<file path="config.mk">
export PLATFORM = sky130hd
export DESIGN_NAME = hid_wake_hold
export DESIGN_NICKNAME = d
export VERILOG_FILES = /design/src/rtl/hid_wake_pkg.sv /design/src/rtl/hid_tick_cnt.sv /design/src/rtl/hid_hold_fsm.sv /design/src/rtl/hid_wake_hold.sv
export SDC_FILE = /design/constraint.sdc
export NUM_CORES = 1
export LEC_CHECK = 0
export ABC_AREA = 1
export BUFFER_PORTS_ARGS = -buffer_cell sky130_fd_sc_hd__clkbuf_2
export CORE_AREA = 2 2 39 41
export DETAILED_ROUTE_END_ITERATION = 7
export DIE_AREA = 0 0 41 43
export PLACE_DENSITY = 0.7
export RECOVER_POWER = 25
export SLEW_MARGIN = 15
export SYNTH_ARGS = -nofsm -noshare
export SYNTH_HDL_FRONTEND = slang
export SYNTH_SLANG_ARGS = --single-unit
export TNS_END_PERCENT = 1
</file>
<file path="constraint.sdc">
create_clock -name clk_i -period 2 [get_ports clk_i]
set_input_delay 0.6 -clock clk_i [delete_from_list [all_inputs] [get_ports clk_i]]
set_output_delay 0.6 -clock clk_i [all_outputs]
set_load 0.005 [all_outputs]
</file>
<file path="src/rtl/hid_wake_pkg.sv">
package hid_wake_pkg;
  typedef enum logic [1:0] {
    MODE_OTHER = 2'b00,
    MODE_SDP1  = 2'b01,
    MODE_SDP2  = 2'b10,
    MODE_CDP   = 2'b11
  } port_mode_e;

  typedef enum logic [1:0] {
    ST_IDLE,
    ST_ARMED,
    ST_HOLD,
    ST_COUNT
  } mon_state_e;

  // code bit 3..1 = 011 selects automatic charging, bit 0 don't-care
  function automatic logic is_auto_req(input logic [3:0] code);
    return code[3:1] == 3'b011;
  endfunction
endpackage

</file>
<file path="src/rtl/hid_tick_cnt.sv">
module hid_tick_cnt #(
  parameter int LIMIT = 64
) (
  input  logic clk_i,
  input  logic rst_ni,
  input  logic clr_i,
  input  logic run_i,
  input  logic tick_i,
  output logic done_o
);
  localparam int CW = (LIMIT > 1) ? $clog2(LIMIT) : 1;
  localparam logic [CW-1:0] LAST = CW'(LIMIT - 1);

  logic [CW-1:0] cnt_q;

  assign done_o = run_i && tick_i && (cnt_q == LAST);

  always_ff @(posedge clk_i or negedge rst_ni) begin
    if (!rst_ni)              cnt_q <= '0;
    else if (clr_i)           cnt_q <= '0;
    else if (run_i && tick_i) cnt_q <= done_o ? '0 : cnt_q + 1'b1;
  end
endmodule

</file>
<file path="src/rtl/hid_hold_fsm.sv">
module hid_hold_fsm
  import hid_wake_pkg::*;
(
  input  logic       clk_i,
  input  logic       rst_ni,
  input  logic       en_i,
  input  logic       dm_hi_i,
  input  logic [1:0] mode_i,
  input  logic       req_auto_i,
  input  logic       att_done_i,
  input  logic       wake_done_i,
  output logic       att_run_o,
  output logic       wake_run_o,
  output logic       wake_clr_o,
  output logic       hold_o,
  output logic       expire_o
);
  mon_state_e state_q, state_d;
  logic       exp_q, exp_d;
  logic       data_mode;

  assign data_mode  = port_mode_e'(mode_i) != MODE_OTHER;
  assign att_run_o  = en_i && (state_q == ST_IDLE) && data_mode && dm_hi_i;
  assign wake_run_o = en_i && (state_q == ST_COUNT);
  assign wake_clr_o = state_q != ST_COUNT;
  assign hold_o     = en_i && req_auto_i && (state_q != ST_IDLE);
  assign expire_o   = exp_q;

  always_comb begin
    state_d = state_q;
    exp_d   = 1'b0;
    if (!en_i) begin
      state_d = ST_IDLE;
    end else begin
      unique case (state_q)
        ST_IDLE:  if (att_done_i) state_d = ST_ARMED;
        ST_ARMED: begin
          if (req_auto_i)     state_d = ST_HOLD;
          else if (!data_mode) state_d = ST_IDLE;
        end
        ST_HOLD: begin
          if (!req_auto_i)    state_d = ST_ARMED;
          else if (!dm_hi_i)  state_d = ST_COUNT;
        end
        ST_COUNT: begin
          if (!req_auto_i) begin
            state_d = ST_ARMED;
          end else if (wake_done_i) begin
            state_d = ST_IDLE;
            exp_d   = 1'b1;
          end
        end
        default: state_d = ST_IDLE;
      endcase
    end
  end

  always_ff @(posedge clk_i or negedge rst_ni) begin
    if (!rst_ni) begin
      state_q <= ST_IDLE;
      exp_q   <= 1'b0;
    end else begin
      state_q <= state_d;
      exp_q   <= exp_d;
    end
  end
endmodule

</file>
<file path="src/rtl/hid_wake_hold.sv">
module hid_wake_hold #(
  parameter int ATTACH_TICKS = 2,
  parameter int WAKE_TICKS   = 64
) (
  input  logic       clk_i,
  input  logic       rst_ni,
  input  logic       en_i,
  input  logic       dm_hi_i,
  input  logic [1:0] mode_i,
  input  logic [3:0] req_code_i,
  input  logic       tick_ms_i,
  output logic       hold_o,
  output logic       expire_o
);
  logic req_auto, att_run, att_done, wake_run, wake_clr, wake_done;

  assign req_auto = hid_wake_pkg::is_auto_req(req_code_i);

  hid_tick_cnt #(.LIMIT(ATTACH_TICKS)) u_att_cnt (
    .clk_i  (clk_i),
    .rst_ni (rst_ni),
    .clr_i  (!att_run),
    .run_i  (att_run),
    .tick_i (tick_ms_i),
    .done_o (att_done)
  );

  hid_tick_cnt #(.LIMIT(WAKE_TICKS)) u_wake_cnt (
    .clk_i  (clk_i),
    .rst_ni (rst_ni),
    .clr_i  (wake_clr),
    .run_i  (wake_run),
    .tick_i (tick_ms_i),
    .done_o (wake_done)
  );

  hid_hold_fsm u_fsm (
    .clk_i       (clk_i),
    .rst_ni      (rst_ni),
    .en_i        (en_i),
    .dm_hi_i     (dm_hi_i),
    .mode_i      (mode_i),
    .req_auto_i  (req_auto),
    .att_done_i  (att_done),
    .wake_done_i (wake_done),
    .att_run_o   (att_run),
    .wake_run_o  (wake_run),
    .wake_clr_o  (wake_clr),
    .hold_o      (hold_o),
    .expire_o    (expire_o)
  );
endmodule

</file>
==> results.yml <==
outcome:
  status: "completed"
grt:
  overflow: 0
  grt_pass1_vias: 539
  grt_util_met3_pct: 1.57
  grt.total_usage_pct: 17.4
  use_met2_pct: 24.4
  grt_max_degree: 11
  grt_util_met1_pct: 23.2
  busiest_layer: "met2"
  grt_pass1_wl_um: 2050
  antenna_found_initial: 0
cts:
  cts_made_buffers: 3
  clock-root-buffer: "clkbuf_4"
  cts_setup_buffers: 0
  clockBufferDepth: 2
  ctsResizeCount: 0
  h-tree-depth: 1
  hold_buffers: 0
  cts.sinks: 10
  cts_tree: "yes"
  insertion_delay_ps: 270
  clk_pin_slew_ps: 70
timing:
  max_freq_ghz: 0.578
  setup_tns_ps: 0
  hold_viol: 0
  whs_ps: 271
  rsz0062_at_grt: "false"
  setup_viol: 0
  fin_skew_ps: 1.06
  relSlewSlack_pct: 65.6
  fin_crit_ps: 1730
  drv_slew: 0
  tightest_slew_ps: 516
  setup_ws_ps: 270
  fin_crit_sh_pct: 86.5
route:
  drt_pass1_iterations: 5
  drt-initial-drc-count: 8
  ant_nets: 0
  drcViolationCount: 0
  avgViaCountPerCell: 4.84
  wl_per_cell_um: 10.1
  num_vias: 562
  wirelength_um: 1170
logic_synthesis:
  synth_ff_type: "dfrtp_1"
  ys_ff_latch: 10
  seq_area_frac_synth_pct: 40.2
  yosys.area.top_type: "dfrtp_1"
  synth.area.top_cells: "dfrtp_1, nand2_1, nor2_1"
  synth_top_area_share_pct: 40.2
  syn_nets: 97
  synth_edf_count: 0
  synth.avg_cell_area_um2: 7.33
  synth_cell_types: 17
  synthCells: 85
  synth_warnings: 0
  syn_area_um2: 623
  synthTopCellsByCount: "nand2_1, nor2_1, inv_1"
  ys_async_sr_fraction_pct: 100
  yosysMostFrequentCell: "nand2_1"
placement:
  hpwl_um: 918
  gp_congestion: 0.748
  place_inst: 112
  port_buffers: 11
  placed_area_um2: 698
  place_ws_ps: 260
cells_and_area:
  diodes: 0
  seqCellArea_um2: 250
  drive_above_1_share_pct: 21.0
  final_cells: 116
  layout.nets: 113
  multi_input_area_um2: 332
  area_growth_pct: 17.7
  nFillCells: 142
  stdcell_area_um2: 733
  final_util_pct: 53.0
critical_path:
  critPathKind: "in -> out"
  cp_cell_sequence: "clkbuf_2 -> nand2_1 -> nor2_1 -> nand2_1 -> nor2_1 -> clkbuf_2"
  required_ps: 1400
  cp_slowest_cell: "clkbuf_2"
  worstPathArrival_ps: 1130
  critPathCaptureType: "output pin"
  slowest_delay_ps: 120
  worstRegToRegCells: 8
  worstPathMaxFanout: 4
  start_kind: "input pin"
min_path:
  hold_path_class: "in -> async"
floorplan:
  ioPinCount: 13
  fp.coreArea_um2: 1380
  die_w_um: 41
  fp-row-count: 14
  start_util_pct: 45.0
  die_h_um: 43
  die-area_um2: 1760
power:
  power.total_uw: 511
  powerDensity_nw_per_um2: 696
  max-vdd-ir-drop_mv: 0.395
  p_leak_nw: 0.393
run:
  cap_violations: 0
[cell families (layout without fill, tap and decap cells)]
kind of cell             after synthesis  after routing  share of synthesized area (%)
AND/OR/NAND/NOR                       52             52                           39.8
buffers and inverters                 11             26                           6.63
flip-flops                            10             10                           40.2
AO/OA/AOI/OAI                          8              8                           7.23
XOR/XNOR                               3              3                           4.22
adder cells (fa/ha/maj)                1              1                           2.01
[state kept, by name (all words and copies together), names as in the netlist]
signal            cells
u_fsm.state_q         2
u_fsm.expire_o        1
u_wake_cnt.cnt_q      6
u_att_cnt.cnt_q       1
[layout make-up]
cell class / instances / share of cell area, %
inverters: 11 / 5.63
repair buffers: 11 / 7.34
clock buffers: 4 / 4.95
multi-input cells: 64 / 45.2
well taps: 16 / 2.73
flip-flops and latches: 10 / 34.1
[placed cells by master (no fill, tap or decap), drive strengths merged]
master,instances
a21oi,2
a22o,1
clkbuf,15
dfrtp,10
ha,1
inv,11
nand2,23
nand3,6
nand3b,1
nand4,3
nor2,16
nor3,3
o21ai,5
xnor2,1
xor2,2
[worst paths after layout]
kind / slack, ps / end / startpoint
max in group asynchronous: 1390 / u_fsm.state_q[0]$_DFFE_PN0P_ / rst_ni
min in group clk_i: 540 / u_fsm.state_q[0]$_DFFE_PN0P_ / u_fsm.state_q[0]$_DFFE_PN0P_
worst min register to register: 540 / u_fsm.state_q[0]$_DFFE_PN0P_ / u_fsm.state_q[0]$_DFFE_PN0P_
worst max register to register: 640 / u_fsm.state_q[0]$_DFFE_PN0P_ / u_wake_cnt.cnt_q[0]$_DFFE_PN0P_
worst min-delay path: 270 / u_wake_cnt.cnt_q[3]$_DFFE_PN0P_ / rst_ni
worst max-delay path: 270 / hold_o / req_code_i[2]
[worst max-delay path: cells and delay by family]
family,cells,cell delay [ps]
buffers and inverters,2,210
AND/OR/NAND/NOR,4,330
[report_power, final]
part | leakage [nW] | switching (mW) | total, mW | internal, mW
logic | 0.234 | 0.0665 | 0.102 | 0.0356
clock network | 0.0210 | 0.0737 | 0.184 | 0.111
registers | 0.138 | 0.0104 | 0.224 | 0.214
[layer usage]
metal / vias up / share of wire (%)
met5: - / 0
met4: 0 / 0.85
met3: 2 / 4.8
met2: 17 / 46
met1: 242 / 48
li1: 301 / -
Note: power is estimated with default switching activity, not from simulation.
